==> config.mk <==
export PLATFORM = sky130hd
export DESIGN_NAME = sertx_path
export DESIGN_NICKNAME = d
export VERILOG_FILES = /design/src/rtl/sertx_pkg.sv /design/src/rtl/sertx_fifo.sv /design/src/rtl/sertx_shift.sv /design/src/rtl/sertx_path.sv
export SDC_FILE = /design/constraint.sdc
export NUM_CORES = 1
export LEC_CHECK = 0
export BUFFER_PORTS_ARGS = -buffer_cell sky130_fd_sc_hd__buf_2
export CAP_MARGIN = 20
export CORE_AREA = 2 2 77 79
export DETAILED_ROUTE_END_ITERATION = 6
export DIE_AREA = 0 0 79 81
export GPL_TIMING_DRIVEN = 1
export PLACE_DENSITY_LB_ADDON = 0.25
export SLEW_MARGIN = 5
export SYNTH_ARGS = -nofsm -noshare
export SYNTH_HDL_FRONTEND = slang
export SYNTH_HIERARCHICAL = 1
export SYNTH_SLANG_ARGS = --single-unit
export TNS_END_PERCENT = 100
==> constraint.sdc <==
create_clock -name clk -period 6.5 [get_ports clk]
set_input_delay 0 -clock clk [delete_from_list [all_inputs] [get_ports clk]]
set_output_delay 0 -clock clk [all_outputs]
set_load 0.005 [all_outputs]
==> src/rtl/sertx_pkg.sv <==
package sertx_pkg;

    typedef enum logic [1:0] {
        SH_IDLE,
        SH_HOLD,
        SH_LOW,
        SH_HIGH
    } sh_state_t;

    typedef enum logic [1:0] {
        PATH_SINGLE,
        PATH_DOUBLE,
        PATH_QUEUED
    } path_mode_t;

endpackage

==> src/rtl/sertx_fifo.sv <==
module sertx_fifo #(
    parameter int W     = 8,
    parameter int DEPTH = 4,
    parameter int CW    = $clog2(DEPTH + 1)
) (
    input  logic          clk,
    input  logic          rst_n,
    input  logic          clr,
    input  logic          push,
    input  logic [W-1:0]  din,
    input  logic          pop,
    output logic [W-1:0]  head,
    output logic [CW-1:0] count,
    output logic          full,
    output logic          empty
);
    localparam int AW = $clog2(DEPTH);

    logic [W-1:0]  mem [DEPTH];
    logic [AW-1:0] rd_ptr;
    logic [AW-1:0] wr_ptr;
    logic [CW-1:0] cnt;

    function automatic logic [AW-1:0] advance(input logic [AW-1:0] p);
        return (p == AW'(DEPTH - 1)) ? '0 : p + 1'b1;
    endfunction

    always_ff @(posedge clk) begin
        if (push && !clr) begin
            mem[wr_ptr] <= din;
        end
    end

    always_ff @(posedge clk or negedge rst_n) begin
        if (!rst_n) begin
            rd_ptr <= '0;
            wr_ptr <= '0;
            cnt    <= '0;
        end else if (clr) begin
            rd_ptr <= '0;
            wr_ptr <= '0;
            cnt    <= '0;
        end else begin
            if (push) begin
                wr_ptr <= advance(wr_ptr);
            end
            if (pop) begin
                rd_ptr <= advance(rd_ptr);
            end
            cnt <= cnt + CW'(push) - CW'(pop);
        end
    end

    always_comb begin
        head  = mem[rd_ptr];
        count = cnt;
        full  = (cnt == CW'(DEPTH));
        empty = (cnt == '0);
    end

endmodule

==> src/rtl/sertx_shift.sv <==
module sertx_shift
    import sertx_pkg::*;
#(
    parameter int W = 8
) (
    input  logic         clk,
    input  logic         rst_n,
    input  logic         tick,
    input  logic         load,
    input  logic [W-1:0] ldata,
    input  logic         go,
    input  logic         lsb_first,
    output logic         sclk,
    output logic         sdo,
    output logic         idle,
    output logic         busy,
    output logic         done
);
    localparam int BW = $clog2(W);

    sh_state_t     state;
    sh_state_t     state_nx;
    logic [W-1:0]  sh;
    logic [BW-1:0] bcnt;
    logic          last_bit;

    assign last_bit = (bcnt == BW'(W - 1));

    always_ff @(posedge clk or negedge rst_n) begin
        if (!rst_n) begin
            state <= SH_IDLE;
        end else begin
            state <= state_nx;
        end
    end

    always_comb begin
        state_nx = state;
        unique case (state)
            SH_IDLE: if (load) state_nx = SH_HOLD;
            SH_HOLD: if (go)   state_nx = SH_LOW;
            SH_LOW:  if (tick) state_nx = SH_HIGH;
            SH_HIGH: if (tick) state_nx = last_bit ? SH_IDLE : SH_LOW;
            default: state_nx = SH_IDLE;
        endcase
    end

    always_ff @(posedge clk or negedge rst_n) begin
        if (!rst_n) begin
            sh   <= '0;
            bcnt <= '0;
        end else if (state == SH_IDLE && load) begin
            sh   <= ldata;
            bcnt <= '0;
        end else if (state == SH_HIGH && tick) begin
            sh   <= lsb_first ? (sh >> 1) : (sh << 1);
            bcnt <= bcnt + 1'b1;
        end
    end

    always_comb begin
        busy = (state == SH_LOW) || (state == SH_HIGH);
        idle = (state == SH_IDLE);
        sclk = (state != SH_LOW);
        sdo  = busy ? (lsb_first ? sh[0] : sh[W-1]) : 1'b1;
        done = (state == SH_HIGH) && tick && last_bit;
    end

endmodule

==> src/rtl/sertx_path.sv <==
module sertx_path
    import sertx_pkg::*;
#(
    parameter int W     = 8,
    parameter int DEPTH = 4,
    parameter int CW    = $clog2(DEPTH + 1)
) (
    input  logic          clk,
    input  logic          rst_n,
    input  logic          wr_en,
    input  logic [W-1:0]  wr_data,
    input  logic          cfg_dbuf,
    input  logic          cfg_fifo_en,
    input  logic          cfg_lsb_first,
    input  logic          cfg_auto_off,
    input  logic [CW-1:0] cfg_level,
    input  logic          fifo_clr,
    input  logic          txe_set,
    input  logic          txe_clr,
    input  logic          ovr_clr,
    input  logic          bit_tick,
    output logic          sclk,
    output logic          sdo,
    output logic          tx_busy,
    output logic          txe,
    output logic          buf_empty,
    output logic [CW-1:0] fifo_count,
    output logic          overrun,
    output logic          irq_tx,
    output logic          irq_fifo
);
    path_mode_t    mode;
    logic [W-1:0]  buf_q;
    logic          buf_full;
    logic          txe_q;
    logic          ovr_q;
    logic          irq_tx_q;
    logic          irq_fifo_q;

    logic          sh_idle;
    logic          sh_busy;
    logic          sh_done;
    logic          sh_load;
    logic [W-1:0]  sh_data;

    logic [W-1:0]  f_head;
    logic [CW-1:0] f_cnt;
    logic [CW-1:0] f_cnt_nx;
    logic          f_full;
    logic          f_empty;
    logic          f_push;
    logic          f_pop;

    logic          buf_load;
    logic          dbl_wr;
    logic          sgl_wr;
    logic          rejected;
    logic          queue_dry;

    always_comb begin
        if (!cfg_dbuf) begin
            mode = PATH_SINGLE;
        end else if (cfg_fifo_en) begin
            mode = PATH_QUEUED;
        end else begin
            mode = PATH_DOUBLE;
        end
    end

    always_comb begin
        buf_load  = (mode != PATH_SINGLE) && buf_full && sh_idle && txe_q;
        f_pop     = (mode == PATH_QUEUED) && !f_empty && !fifo_clr
                    && (!buf_full || buf_load);
        f_push    = (mode == PATH_QUEUED) && wr_en && !f_full && !fifo_clr;
        dbl_wr    = (mode == PATH_DOUBLE) && wr_en && !buf_full;
        sgl_wr    = (mode == PATH_SINGLE) && wr_en && sh_idle;
        rejected  = wr_en && !(f_push || dbl_wr || sgl_wr)
                    && !((mode == PATH_QUEUED) && fifo_clr);
        sh_load   = sgl_wr || buf_load;
        sh_data   = sgl_wr ? wr_data : buf_q;
        f_cnt_nx  = f_cnt + CW'(f_push) - CW'(f_pop);
        queue_dry = !buf_full && ((mode != PATH_QUEUED) || f_empty);
    end

    sertx_fifo #(
        .W    (W),
        .DEPTH(DEPTH),
        .CW   (CW)
    ) u_fifo (
        .clk  (clk),
        .rst_n(rst_n),
        .clr  (fifo_clr),
        .push (f_push),
        .din  (wr_data),
        .pop  (f_pop),
        .head (f_head),
        .count(f_cnt),
        .full (f_full),
        .empty(f_empty)
    );

    sertx_shift #(
        .W(W)
    ) u_shift (
        .clk      (clk),
        .rst_n    (rst_n),
        .tick     (bit_tick),
        .load     (sh_load),
        .ldata    (sh_data),
        .go       (txe_q),
        .lsb_first(cfg_lsb_first),
        .sclk     (sclk),
        .sdo      (sdo),
        .idle     (sh_idle),
        .busy     (sh_busy),
        .done     (sh_done)
    );

    always_ff @(posedge clk or negedge rst_n) begin
        if (!rst_n) begin
            buf_q    <= '0;
            buf_full <= 1'b0;
        end else if (f_pop) begin
            buf_q    <= f_head;
            buf_full <= 1'b1;
        end else if (dbl_wr) begin
            buf_q    <= wr_data;
            buf_full <= 1'b1;
        end else if (buf_load) begin
            buf_full <= 1'b0;
        end
    end

    always_ff @(posedge clk or negedge rst_n) begin
        if (!rst_n) begin
            txe_q      <= 1'b0;
            ovr_q      <= 1'b0;
            irq_tx_q   <= 1'b0;
            irq_fifo_q <= 1'b0;
        end else begin
            if (txe_clr) begin
                txe_q <= 1'b0;
            end else if (txe_set) begin
                txe_q <= 1'b1;
            end else if (cfg_auto_off && sh_done && queue_dry) begin
                txe_q <= 1'b0;
            end
            if (ovr_clr) begin
                ovr_q <= 1'b0;
            end else if (rejected) begin
                ovr_q <= 1'b1;
            end
            irq_tx_q   <= (mode == PATH_SINGLE) ? sh_done : buf_load;
            irq_fifo_q <= f_pop && (f_cnt_nx == cfg_level);
        end
    end

    always_comb begin
        tx_busy    = sh_busy;
        txe        = txe_q;
        buf_empty  = !buf_full;
        fifo_count = f_cnt;
        overrun    = ovr_q;
        irq_tx     = irq_tx_q;
        irq_fifo   = irq_fifo_q;
    end

endmodule

=== After elaboration in Yosys (flattened, before gate mapping) ===
Memory sizes are Yosys's and may differ from the RTL's.
Index checks and enable logic that the tools add are counted.

* $add $sub $neg: 5
* Equality and inequality tests: 16
* Muxes and demuxes: 36
* Reductions and logical operators: 48

{| class="wikitable"
|+ Operators with widths
! operator !! number
|-
| $mux 8 || 6
|-
| $mux 2 || 13
|-
| $logic_and 1x1->1 || 24
|-
| $mux 1 || 13
|-
| $reduce_bool 2->1 || 6
|-
| $eq 2x2->1 const B || 5
|-
| $ne 2x2->1 const B || 5
|-
| $mux 3 || 3
|-
| $pmux 2 s4 || 1
|-
| $eq 3x3->1 const B || 2
|-
| $logic_not 1->1 || 6
|-
| $logic_or 1x1->1 || 6
|-
| $reduce_bool 3->1 || 2
|-
| $add 2x1->2 const B || 2
|-
| $eq 2x1->1 const B || 2
|-
| $logic_not 2->1 || 2
|-
| $reduce_and 4->1 || 1
|-
| $add 3x1->3 || 1
|-
| $add 3x1->3 const B || 1
|-
| $eq 3x3->1 || 1
|-
| $logic_not 3->1 || 1
|-
| $sub 3x1->3 || 1
|-
| $ne 2x1->1 const B || 1
|}

* Register bits: 33
* RAM bits: 32
* Logic and storage cells: 118
* Memories kept: 1

{| class="wikitable"
|+ Memory list
! memory !! words !! width !! rd ports !! clocked after memory_dff !! wr ports !! RTL line !! text
|-
| u_fifo.mem || 4 || 8 || 1 || 0 || 1 || sertx_fifo.sv:19 || <nowiki>logic [W-1:0] mem [DEPTH];</nowiki>
|}

=== Longest topological paths before layout ===
Gate-level depths: netlist of run 1.

* Word-level depth: 13
* Gate-level depth with buffers: 12
* Gate-level depth less buffers: 10

=== By module ===
Netlist of run 1, hierarchy kept.

{| class="wikitable"
|+ By module, submodules not included
! module !! instances !! cells each !! area an instance (µm²) !! sequential area each (µm²)
|-
| sertx_fifo || 1 || 83 || 1,611.5 || 1,136.1
|-
| sertx_path || 1 || 80 || 927.1 || 325.3
|-
| sertx_shift || 1 || 70 || 747.0 || 325.3
|}

=== Least setup slack after synthesis of run 1 ===
Ideal clock, no wire load.

* Kind: reg-to-reg
* Start point: register u_shift.state[1]
* End point: register irq_fifo_q (netlist: irq_fifo)
* Setup time: 0.120 ns
* Data arrival time: 2.415 ns
* Required time: 6.380 ns
* Path slack: 3.965 ns
* Cell stages (with the launch flop): 13
* Path buffers: 2
* Clock period less this slack: 2.535 ns
* Cell sequence: dfrtp_1 buf_6 nor2_1 nand3_1 a21oi_1 buf_4 xor2_1 ha_1 inv_1 fa_1 xnor2_1 xnor2_1 and4_1

* Longest elaborated chain between the ends: 8

{| class="wikitable"
|+ RTL lines
! item !! RTL line !! text
|-
| from (decl) || sertx_shift.sv:21 || <nowiki>sh_state_t state;</nowiki>
|-
| from (signal assigned) || sertx_shift.sv:33 || <nowiki>state <= state_nx;</nowiki>
|-
| $logic_not 2->1 (*) || sertx_shift.sv:63 || <nowiki>idle = (state == SH_IDLE);</nowiki>
|-
| via sh_idle || sertx_path.sv:40 || <nowiki>logic sh_idle;</nowiki>
|-
| $logic_and 1x1->1 (*) (2 in a row) || sertx_path.sv:71 || <nowiki>buf_load = (mode != PATH_SINGLE) && buf_full && sh_idle && txe_q;</nowiki>
|-
| $logic_or 1x1->1 (*) || sertx_path.sv:73 || <nowiki>&& (!buf_full || buf_load);</nowiki>
|-
| $logic_and 1x1->1 (*) || sertx_path.sv:73 ||
|-
| via f_pop || sertx_path.sv:52 || <nowiki>logic f_pop;</nowiki>
|-
| $sub 3x1->3 || sertx_path.sv:81 || <nowiki>f_cnt_nx = f_cnt + CW'(f_push) - CW'(f_pop);</nowiki>
|-
| $eq 3x3->1 || sertx_path.sv:154 || <nowiki>irq_fifo_q <= f_pop && (f_cnt_nx == cfg_level);</nowiki>
|-
| $logic_and 1x1->1 (*) || sertx_path.sv:154 ||
|-
| to (signal assigned) || sertx_path.sv:154 ||
|-
| to (decl) || sertx_path.sv:38 || <nowiki>logic irq_fifo_q;</nowiki>
|}

The timed path passes the listed nets; every way through them passes the cells marked *.
A chain may end at the register's enable or synchronous reset.

=== Worst setup path after layout of run 1 ===
* Start point: register u_shift.state[1]
* End point: register irq_fifo_q (netlist: irq_fifo)

* Longest elaborated chain between the ends: 8

{| class="wikitable"
|+ RTL lines
! item !! RTL line
|-
| $logic_not 2->1 (*) || sertx_shift.sv:63
|-
| via sh_idle || sertx_path.sv:40
|-
| $logic_and 1x1->1 (*) (2 in a row) || sertx_path.sv:71
|-
| $logic_or 1x1->1 (*) || sertx_path.sv:73
|-
| $logic_and 1x1->1 (*) || sertx_path.sv:73
|-
| $sub 3x1->3 || sertx_path.sv:81
|-
| $eq 3x3->1 || sertx_path.sv:154
|-
| $logic_and 1x1->1 (*) || sertx_path.sv:154
|}

Marked as above.

==> results of run 1 <==
area by class of cell:
class,count,share of cell area (%)
Sequential cell,65,46.54
Multi-Input combinational cell,145,35.46
Timing Repair Buffer,52,9.192
Clock buffer,9,3.227
Tap cell,75,2.445
Clock inverter,7,1.956
Inverter,12,1.173
through the flow:
stage                     utilization (%)  setup WS, ns  area [sq um]  instances   power, W
after global routing                67.64         2.982          3839        365   0.001240
final                               67.64         3.261          3839        365   0.001173
after detailed placement            60.96         3.838          3460        331  0.0008276
after global placement              60.96         3.930          3460        331  0.0008187
after CTS                           67.64         3.274          3839        365   0.001184
after floorplan                         -         3.965          3286        233  0.0007668
path summary, 6_finish.rpt:
| kind | start | to | slack (ns) | cells after the start |
|---|---|---|---|---|
| max in group asynchronous | rst_n | irq_fifo$_DFF_PN0_ | 5.76 | 2 |
| hold / removal | cfg_fifo_en | buf_full$_DFFE_PN0P_ | 0.03 | 3 |
| setup reg to reg | u_shift/state[1]$_DFFE_PN0P_ | irq_fifo$_DFF_PN0_ | 3.26 | 12 |
| min in group asynchronous | rst_n | u_fifo/count[2]$_DFF_PN0_ | 0.25 | 2 |
| setup / recovery | u_shift/state[1]$_DFFE_PN0P_ | irq_fifo$_DFF_PN0_ | 3.26 | 12 |
| hold reg to reg | u_shift/bcnt[2]$_DFFE_PN0P_ | u_shift/bcnt[2]$_DFFE_PN0P_ | 0.54 | 2 |
cells in the mapped netlist (3+ instances only):
cell | n | share of area (%)
a21oi_1 | 8 | 1.2
a221o_1 | 6 | 1.8
and2_1 | 5 | 0.95
buf_4 | 3 | 0.69
buf_6 | 5 | 1.7
dfrtp_1 | 33 | 25
edfxtp_1 | 32 | 29
ha_1 | 10 | 3.8
inv_1 | 12 | 1.4
mux2_2 | 17 | 5.8
mux2_4 | 8 | 3.7
mux2i_1 | 9 | 2.7
mux4_2 | 8 | 5.5
nand2_1 | 8 | 0.91
nand2b_1 | 5 | 0.95
nand3_1 | 4 | 0.61
nor2_1 | 15 | 1.7
nor2b_1 | 5 | 0.95
nor3_1 | 3 | 0.46
xnor2_1 | 5 | 1.3
repair_timing:
item / 4_1_cts / 5_1_grt
hold buffers: 18 / 0
buffers inserted: 0 / 0
endpoints found under the setup margin: 0 / 0
hold endpoints to repair: 77 / 0
flip-flops by register name, summed over array words and instances (netlist names):
signal / flops
u_fifo/wr_ptr: 2
u_fifo/rd_ptr: 2
u_fifo/mem: 32
u_shift/state: 2
u_shift/sh: 8
txe: 1
u_shift/bcnt: 3
irq_tx: 1
buf_full: 1
u_fifo/count: 3
overrun: 1
buf_q: 8
irq_fifo: 1
worst max-delay path: stages (launching register included):
cell and delay [ns]:
dfrtp_1 0.51, nor2_1 0.29, nand3_1 0.14, a21oi_1 0.16, buf_4 0.25, xor2_1 0.17
ha_1 0.16, inv_1 0.05, fa_1 0.37, xnor2_1 0.20, xnor2_1 0.09, and4_1 0.19
dlygate4sd3_1 0.54
layer usage:
layer | vias up | share of wire (%)
met5 | - | 0
met4 | 0 | 1.1
met3 | 7 | 5.7
met2 | 52 | 49
met1 | 951 | 44
li1 | 957 | -
placed cells by master, fill, tap and decap left out, types with 6 or more instances in the layout:
master         instances
mux2_4                 8
nor2_1                15
dfrtp_1               33
edfxtp_1              32
mux2_2                17
inv_1                 12
dlygate4sd3_1         18
a21oi_1                8
ha_1                  10
mux2i_1                9
clkbuf_8               9
nand2_1                8
a221o_1                6
mux4_2                 8
buf_2                 33
where the power goes:
part | switching (W) | internal [W] | leakage, nW
registers | 0.0000588 | 0.000497 | 0.705
logic | 0.000112 | 0.000160 | 0.789
clock network | 0.000164 | 0.000180 | 0.104
total | 0.000335 | 0.000838 | 1.60
cell families (layout without fill, tap and decap cells):
family | count (synthesis) | count (layout) | synth area share [%]
xor+xnor | 8 | 8 | 2.551
flops | 65 | 65 | 54.38
compound gates | 22 | 22 | 5.065
buf+inv | 23 | 80 | 4.189
fa+ha+maj | 12 | 12 | 5.027
mux | 42 | 42 | 17.71
simple gates | 61 | 61 | 11.08
==> out/summary.md, run 1 <==
The run finished with clean final reports. The data arrival time of the worst path was 3.46 ns. The number of clock buffers added by TritonCTS is 9.

For the standard-cell row count, the log shows 28. The mapped netlist covers 0.003286 sq mm. The total congestion overflow after global routing is 0, and the area taken by multi-input logic gates is 0.001361 sq mm. The initial antenna violation count is 0.

The sequential cell area was 0.001787 sq mm; the final wirelength was 5873 microns. The first global-routing pass estimated 9653 microns of wire. Via count of the first global-routing pass: 1,973.

The number of violations reported at the end of detailed-routing iteration 0 was 63. 34 I/O pins were placed. For the pin with the worst max-slew slack, the measured transition is 0.7486 ns.

The routing usage on met1 was 26.24%. The routed wirelength normalized by instance count works out to 16.09 microns. The run gives 3809 microns as the post-detailed-placement half-perimeter wirelength.

The die covers 0.006399 sq mm. The routed design could run at a clock period as short as 3.239 ns. CTS built an H-tree with a depth of 3. Synthesis produced a netlist whose cell count is 233.

The endpoint type of the worst setup path is a flop. The number of antenna diodes in the final layout is 0. The leakage dissipation is 1.599 nW, and the met3 layer usage reported by global route is 7.667%. The tree is rooted in a clkbuf_8. Based on the critical path, the design can be clocked at up to 0.3087 GHz. The logs give 57.89% for the initial core utilization and 0 for the number of failing setup endpoints in the final timing report.

The die is 81 microns tall. The number of nets in the synthesized netlist is 268. Placeable core region: 0.005675 sq mm. The number of clock sinks is 65. The worst clock skew is 0.01088 ns. Across all hold checks on the routed design, the worst slack comes to 0.02626 ns. Path type of the worst min-delay path: in2reg. In the routed layout, each cell is associated on average with a via count of 5.389.

For the global placement routability congestion, the log shows 0.7596. Clock-pin slew was measured on the worst setup and hold paths at 0.07 ns. The floorplan step set the die width to 79 microns. The critical path is of the reg2reg type.

For this run, the number of Yosys warnings is 6. For this run, the leading register cell type out of synthesis is dfrtp_1. First-pass iteration count of the detailed router: 4. The tool flagged a number of max-cap violations equal to 0.

The tools report the critical path startpoint category as a flop. The clock passes through at most 2 buffers. The distinct cell type count of the synthesized netlist was 48; the layout cell share with drive strength beyond 1 was 30.69%. The tools report the number of max-slew violations in the final report as 0.

The post-detailed-route DRC marker count is 0, and the final hold violation count is 0. Compared with the post-synthesis result, the final layout area differs by 16.83%. In the final timing run, aggregate negative setup slack is 0 ns.

Along the worst path, the maximum fanout reaches 15. The total vias in the final route was 1,967. Yosys mapped a number of flops with a built-in enable equal to 32. Headroom to the max-slew limit came out at 50.09%. Once detail routing completed, the nets flagged for antenna violations numbered 0. TritonCTS built the clock tree. Sequential cell area fraction in the yosys report: 54.38%. For the worst-skew pair, the clock arrives at the later sink with an insertion delay of 0.35 ns. Total power per unit cell area: 305.5 mW/mm^2.

Setup repair after global routing left no endpoint under its margin. A synthesized cell averages 14.10 sq um. In the global route stage, met2 resource usage came out at 33.39%. In this run, synthesis produced a sequential element count of 65. Buffers placed on the I/O ports in this run total 33.

For the post-cts sizing count, the log shows 0. Entering global routing, the biggest net connects 34 pins. In the synthesized netlist the async set-or-reset flop fraction comes to 50.77%. Layout filler cell count: 437. The tools report the number of nets at the end of the flow as 320. The most heavily used metal layer in global routing is met2. For the worst setup path, the data required time is 6.72 ns. The run gives 270.2 uV as the worst vdd rail ir drop. In the global route stage, overall resource usage came out at 20.56%. Dividing the final minimum period by the clock period gives 49.84%.
No activity file was read; power rests on OpenSTA's default activity.
==> run 2: changes to the inputs <==
--- a/config.mk
+++ b/config.mk
@@ -7,9 +7,9 @@
 export LEC_CHECK = 0
 export BUFFER_PORTS_ARGS = -buffer_cell sky130_fd_sc_hd__buf_2
 export CAP_MARGIN = 20
-export CORE_AREA = 2 2 77 79
+export CORE_AREA = 2 2 82 84
 export DETAILED_ROUTE_END_ITERATION = 6
-export DIE_AREA = 0 0 79 81
+export DIE_AREA = 0 0 84 86
 export GPL_TIMING_DRIVEN = 1
 export PLACE_DENSITY_LB_ADDON = 0.25
 export SLEW_MARGIN = 5
==> constraint.sdc (replaced) <==
create_clock -name clk -period 2.7 [get_ports clk]
set_input_delay 0 -clock clk [delete_from_list [all_inputs] [get_ports clk]]
set_output_delay 0 -clock clk [all_outputs]
set_load 0.005 [all_outputs]
==> out/summary.md, run 2 (synthesized netlist as in run 1, its figures left out) <==
The flip-flop count of the largest register, all copies and words added works out to 32 (unchanged). The data required time of the critical path was 2.94 ns (was 6.72 ns). For the post-detailed-route DRC marker count, the log shows 0 (unchanged). Biggest regs: u_fifo/mem: 32 flops, buf_q: 8 flops, u_shift/sh: 8 flops (unchanged).

Slowest library cell on the worst path: dfrtp_1 (was dlygate4sd3_1). The endpoint type of the worst setup path is a flop (unchanged). The maximum cell stage delay along the critical path came out at 0.43 ns (was 0.54 ns). The number of violations reported at the end of detailed-routing iteration 0 is 77 (was 63), and the clock latency reported for the late side of the worst-skew pair is 0.34 ns (was 0.35 ns). Leading cell types in the layout, fill and taps excluded: dfrtp_1, buf_2, edfxtp_1 (unchanged).

The pin count of the biggest net entering global routing was 34 (unchanged); the maximum clock rate was 0.4015 GHz (was 0.3087 GHz). The H-tree depth is 3 (unchanged), and the die area is 0.007224 sq mm (was 0.006399 sq mm). The worst slew slack as a fraction of its limit is 50.34% (was 50.09%), and the final design instance area without fill is 0.003904 sq mm (was 0.003839 sq mm). The global placement routability congestion is 0.7498 (was 0.7596), and the final cell utilization of the core is 62.19% (was 67.64%). Path type of the worst min-delay path: in2reg (unchanged). The aggregate global-route resource usage is 18.50% (was 20.56%), and the worst clock skew is 0.008953 ns (was 0.01088 ns).

Setup repair after global routing left no endpoint under its margin. The logs give 34 (unchanged) for the count of boundary I/O pins and 25.11% (was 26.24%) for the routing usage on met1. The number of nets at the end of the flow was 326 (was 320). The logs give 0 (unchanged) for the total congestion overflow after global routing and 2 (unchanged) for the worst-case clock buffer depth.

The critical path class was reg2reg (unchanged). The run gives 355.9 uV (was 270.2 uV) as the worst vdd rail ir drop. The most numerous cell on the critical path is xnor2_1 (unchanged).

The met3 layer usage reported by global route is 4.235% (was 7.667%), and the layout cell share with drive strength beyond 1 is 32.43% (was 30.69%). The run finished with clean final reports. The die span in y is 86 microns (was 81 microns), and the number of setup buffers added after CTS is 0 (unchanged). For the post-place instance area, the log shows 0.003515 sq mm (was 0.003460 sq mm). The placeable core region was 0.006277 sq mm (was 0.005675 sq mm); the CTS clock-pin slew for the worst setup and hold paths was 0.08 ns (was 0.07 ns). The area growth from synthesis to layout is 18.81% (was 16.83%), and the post-cts sizing count is 0 (unchanged). The setup TNS was 0 ns (unchanged); the number of port buffers was 33 (unchanged). The hold-fix buffer count after cts came out at 17 (was 18). The number of buffer and inverter instances along the worst setup path is 1 (was 3), and the global-route met2 utilization is 28.80% (was 33.39%). The register with the most flip-flops was u_fifo/mem (unchanged). The slew of the pin with the lowest slew margin works out to 0.7449 ns (was 0.7486 ns). The total power per unit cell area was 749.0 mW/mm^2 (was 305.5 mW/mm^2); the number of failing setup endpoints in the final timing report was 0 (unchanged). Cell-by-cell trace of the critical path: nor3_1 -> nand4bb_1 -> a21oi_1 -> xor2_1 -> ha_1 -> inv_1 -> fa_1 -> xnor2_1 -> xnor2_1 -> and4_1 (was nor2_1 -> nand3_1 -> a21oi_1 -> buf_4 -> xor2_1 -> ha_1 -> inv_1 -> fa_1 -> xnor2_1 -> xnor2_1 -> and4_1 -> dlygate4sd3_1). The number of antenna repair diodes was 0 (unchanged). The number of clock sinks is 65 (unchanged). The run gives 10,110 microns (was 9653 microns) as the global-route wire length before repair.

The critical path startpoint category was a flop (unchanged). The per-cell via count in the routed design came out at 5.284 (was 5.389). Total vias in the final route: 1,971 (was 1,967). The clock buffer count from CTS is 9 (unchanged).

TritonCTS built the clock tree. The layout filler cell count is 509 (was 437), and the initial core utilization is 52.34% (was 57.89%). The leakage dissipation is 1.620 nW (was 1.599 nW).

The most heavily used metal layer in global routing was met2 (unchanged). The CTS root buffer was clkbuf_8 (unchanged). The share of the cycle needed by the critical path after routing is 92.25% (was 49.84%), and the routed wirelength normalized by instance count is 16.34 microns (was 16.09 microns). Kind of cell adding the most delay to the critical path: adder cells (was buffers and inverters). The power consumption was 0.002924 W (was 0.001173 W).

The non-filler instance count after layout was 373 (was 365); the via count of the first global-routing pass was 2,024 (was 1,973). The run gives 0 (unchanged) as the initial antenna violation count. The biggest fanout along the worst timing path is 5 (was 15), and the post-detailed-placement half-perimeter wirelength is 4124 microns (was 3809 microns). The tools report the data arrival time of the worst path as 2.73 ns (was 3.46 ns). The run gives 0 (unchanged) as the number of nets with antenna violations after detailed routing. The number of cells in the design after placement was 340 (was 331); the number of max-slew violations in the final report was 0 (unchanged). The logs give 4 (unchanged) for the first-pass iteration count of the detailed router and 29 (was 28) for the standard-cell row count. The final wirelength was 6094 microns (was 5873 microns); the die boundary width was 84 microns (was 79 microns).

For the final hold violation count, the log shows 0 (unchanged). For the number of maximum-capacitance constraint violations, the log shows 0 (unchanged). The shortest clock period the worst path allows after layout came out at 2.491 ns (was 3.239 ns).
## run 2: metrics by stage
| step | hold slack (ns) | worst slack [ns] |
|---|---|---|
| after floorplan | -0.2956 | 0.1647 |
| after global placement | 0.1141 | 0.3226 |
| after detailed placement | 0.1171 | 0.2428 |
| after CTS | 0.002553 | 0.2114 |
| after global routing | 0.005821 | 0.03640 |
| final | 0.01164 | 0.2091 |
## run 2: routing by layer
layer	wire length, microns	up-vias	part of all wire, %
met1	3004	959	49
li1	-	966	-
met5	0	-	0
met4	51	0	0.84
met3	206	5	3.4
met2	2832	41	46
## run 2: final cells by class
cell class	count	area [sq um]	share of cell area (%)
clock buffers	9	123.9	3.173
clock inverters	7	95.09	2.436
well taps	77	96.34	2.468
multi-input cells	145	1361	34.87
flip-flops and latches	65	1787	45.77
inverters	12	45.04	1.154
repair buffers	58	395.4	10.13
## run 2: worst paths after layout
check                                            start                           to  slack (ns)  cells after the start
setup / recovery             u_fifo/count[2]$_DFF_PN0_           irq_fifo$_DFF_PN0_        0.21                     10
setup reg to reg             u_fifo/count[2]$_DFF_PN0_           irq_fifo$_DFF_PN0_        0.21                     10
max in group asynchronous                        rst_n         buf_q[5]$_DFFE_PN0P_        1.96                      2
min in group asynchronous                        rst_n          overrun$_DFFE_PN0P_        0.25                      2
hold reg to reg            u_shift/bcnt[2]$_DFFE_PN0P_  u_shift/bcnt[2]$_DFFE_PN0P_        0.53                      2
hold / removal                                fifo_clr    u_fifo/count[2]$_DFF_PN0_        0.01                      3
## run 2: report_power, final
group	internal (W)	switching, W	leakage [nW]	total, W
logic	0.000406	0.000303	0.818	0.000710
registers	0.00120	0.000114	0.705	0.00131
clock network	0.000517	0.000386	0.0975	0.000903
total	0.00212	0.000803	1.62	0.00292
## run 2: worst reg2reg max path: stages, from the launching register on
cell and delay (ns):
dfrtp_1 0.43, nor3_1 0.08, nand4bb_1 0.22, a21oi_1 0.41
xor2_1 0.20, ha_1 0.16, inv_1 0.04, fa_1 0.37
xnor2_1 0.19, xnor2_1 0.09, and4_1 0.19
==> run 3: changes to the inputs <==
--- a/config.mk
+++ b/config.mk
@@ -7,9 +7,11 @@
 export LEC_CHECK = 0
 export BUFFER_PORTS_ARGS = -buffer_cell sky130_fd_sc_hd__buf_2
 export CAP_MARGIN = 20
-export CORE_AREA = 2 2 82 84
+export CELL_PAD_IN_SITES_DETAIL_PLACEMENT = 0
+export CELL_PAD_IN_SITES_GLOBAL_PLACEMENT = 1
+export CORE_AREA = 2 2 90 92
 export DETAILED_ROUTE_END_ITERATION = 6
-export DIE_AREA = 0 0 84 86
+export DIE_AREA = 0 0 92 94
 export GPL_TIMING_DRIVEN = 1
 export PLACE_DENSITY_LB_ADDON = 0.25
 export SLEW_MARGIN = 5
==> out/summary.md, run 3 (synthesized netlist as in run 1, its figures left out) <==
The post-place instance area was 0.003538 sq mm (was 0.003515 sq mm); the number of port buffers was 33 (unchanged). Number of nets at the end of the flow: 326 (unchanged). The initial antenna violation count was 0 (unchanged). The final hold violation count was 0 (unchanged).

The power consumption is 0.002849 W (was 0.002924 W). The biggest fanout along the worst timing path was 13 (was 5); the initial core utilization was 43.19% (was 52.34%). The critical path class was reg2reg (unchanged). The slew of the pin with the lowest slew margin is 0.7739 ns (was 0.7449 ns). Global placement routability congestion: 0.6978 (was 0.7498). The worst-case clock buffer depth is 2 (unchanged). The leakage dissipation was 1.626 nW (was 1.620 nW); the die boundary width was 92 microns (was 84 microns). For the clock buffer count from CTS, the log shows 9 (unchanged).

The count of boundary I/O pins was 34 (unchanged). For the worst vdd rail ir drop, the log shows 412.6 uV (was 355.9 uV). The number of nets with antenna violations after detailed routing is 0 (unchanged), and the number of violations reported at the end of detailed-routing iteration 0 is 104 (was 77). The first-pass iteration count of the detailed router is 4 (unchanged). The die span in y works out to 94 microns (was 86 microns). For the final wirelength, the log shows 6077 microns (was 6094 microns). The share of the cycle needed by the critical path after routing works out to 86.47% (was 92.25%).

The run finished with clean final reports. The worst setup margin was 0.3653 ns (was 0.2091 ns); the flip-flop count of the largest register, all copies and words added was 32 (unchanged). The tools report the data required time of the critical path as 2.93 ns (was 2.94 ns). The critical path startpoint category was a flop (unchanged). The logs give 0 (unchanged) for the number of maximum-capacitance constraint violations and 2.57 ns (was 2.73 ns) for the data arrival time of the worst path. The maximum clock rate is 0.4283 GHz (was 0.4015 GHz). The tools report the worst clock skew as 0.008827 ns (was 0.008953 ns). The endpoint type of the worst setup path is a flop (unchanged). Per-cell via count in the routed design: 4.940 (was 5.284). The register with the most flip-flops was u_fifo/mem (unchanged). The tools report the total vias in the final route as 1,966 (was 1,971).

The path type of the worst min-delay path was in2reg (unchanged). The die area is 0.008648 sq mm (was 0.007224 sq mm), and the total power per unit cell area is 726.4 mW/mm^2 (was 749.0 mW/mm^2). The CTS root buffer is clkbuf_8 (unchanged).

For the post-placement setup slack, the log shows 0.3525 ns (was 0.2428 ns). The number of clock sinks is 65 (unchanged), and the layout filler cell count is 701 (was 509). The tools report the clock latency reported for the late side of the worst-skew pair as 0.34 ns (about the same). The CTS clock-pin slew for the worst setup and hold paths was 0.08 ns (about the same).

The logs give 15.97% (was 18.50%) for the aggregate global-route resource usage and 48.41% (was 50.34%) for the worst slew slack as a fraction of its limit. For the post-detailed-placement half-perimeter wirelength, the log shows 4309 microns (was 4124 microns). The shortest clock period the worst path allows after layout is 2.335 ns (was 2.491 ns). The total congestion overflow after global routing was 0 (unchanged).

The clock group share of total power was 29.4% (was 30.9%). Leading cell types in the layout, fill and taps excluded: dfrtp_1, buf_2, edfxtp_1 (unchanged). The layout cell share with drive strength beyond 1 is 32.09% (was 32.43%), and the final design instance area without fill is 0.003921 sq mm (was 0.003904 sq mm). The tools report the cell-internal power as 0.002039 W (was 0.002121 W). For the number of max-slew violations in the final report, the log shows 0 (unchanged).

The number of failing setup endpoints in the final timing report was 0 (unchanged). Biggest regs: u_fifo/mem: 32 flops, buf_q: 8 flops, u_shift/sh: 8 flops (unchanged). The post-detailed-route DRC marker count is 0 (unchanged), and the net switching component of the power is 0.0008093 W (was 0.0008025 W). For the pin count of the biggest net entering global routing, the log shows 34 (unchanged). Setup repair after global routing left no endpoint under its margin. For the number of antenna repair diodes, the log shows 0 (unchanged). The area growth from synthesis to layout was 19.34% (was 18.81%). The H-tree depth came out at 3 (unchanged). The combinational group share of total power is 24.8% (was 24.3%), and the switching share of total power is 28.41% (was 27.45%). Global-route wire length before repair: 10,490 microns (was 10,110 microns).

Routed wirelength normalized by instance count: 15.27 microns (was 16.34 microns). TritonCTS built the clock tree. The number of setup buffers added after CTS was 0 (unchanged); the standard-cell row count was 32 (was 29). The part of the power in registers came out at 45.8% (was 44.9%).

The via count of the first global-routing pass was 2,046 (was 2,024). Setup TNS: 0 ns (unchanged). The tools report the placeable core region as 0.007607 sq mm (was 0.006277 sq mm).
==> run 3: repair_timing <==
item                      in CTS  in global routing
hold buffers                  18                  0
hold endpoints to repair      76                  0
resized for setup              0                  0
==> run 3: cell type report <==
cell class                      instances  area (sq um)  area share [%]
Clock buffer                            9         123.9           3.159
Multi-Input combinational cell        145          1361           34.72
Inverter                               12         45.04           1.149
Timing Repair Buffer                   58         397.9           10.15
Clock inverter                          7         78.83           2.010
Sequential cell                        65          1787           45.56
Tap cell                              102         127.6           3.255
==> run 3: worst paths after layout <==
check / startpoint / end / slack [ns] / cells past startpoint
setup / recovery: u_fifo/count[2]$_DFF_PN0_ / irq_fifo$_DFF_PN0_ / 0.37 / 8
setup reg to reg: u_fifo/count[2]$_DFF_PN0_ / irq_fifo$_DFF_PN0_ / 0.37 / 8
hold / removal: cfg_fifo_en / buf_full$_DFFE_PN0P_ / 0.03 / 3
max in group asynchronous: rst_n / buf_q[1]$_DFFE_PN0P_ / 1.94 / 2
hold reg to reg: u_shift/bcnt[2]$_DFFE_PN0P_ / u_shift/bcnt[2]$_DFFE_PN0P_ / 0.53 / 2
min in group asynchronous: rst_n / irq_tx$_DFF_PN0_ / 0.27 / 2
==> run 3: through the flow <==
step / std cells / hold WS [ns] / util (%)
after global placement: 364 / 0.1281 / 46.51
after CTS: 398 / 0.01593 / 51.55
after detailed placement: 364 / 0.1310 / 46.51
final: 398 / 0.02745 / 51.55
after floorplan: 233 / -0.2956 / -
after global routing: 398 / 0.07651 / 51.55
==> run 3: layer usage <==
| metal | global-route usage, % | wire length [microns] |
|---|---|---|
| met1 | 21.85 | 3035 |
| met2 | 25.18 | 2803 |
| met3 | 4.575 | 191 |
| met4 | 4.104 | 47 |
| met5 | 0 | 0 |
==> run 3: power by group through the flow <==
stage / Combinational (W) / Sequential (W) / Clock (W)
final: 0.000705 / 0.00130 / 0.000839
after global routing: 0.000796 / 0.00133 / 0.000900
after CTS: 0.000718 / 0.00131 / 0.000863
after detailed placement: 0.000691 / 0.00133 / 0
after global placement: 0.000685 / 0.00132 / 0
after floorplan: 0.000549 / 0.00130 / 0
==> run 3: critical path, cell delays in order (launching register included) <==
cell and delay, ns:
dfrtp_1 0.43, nor3_1 0.08, nand4bb_1 0.21, a21oi_1 0.27
buf_4 0.27, nor2b_1 0.20, fa_1 0.44, xor2_1 0.16
and4_1 0.16
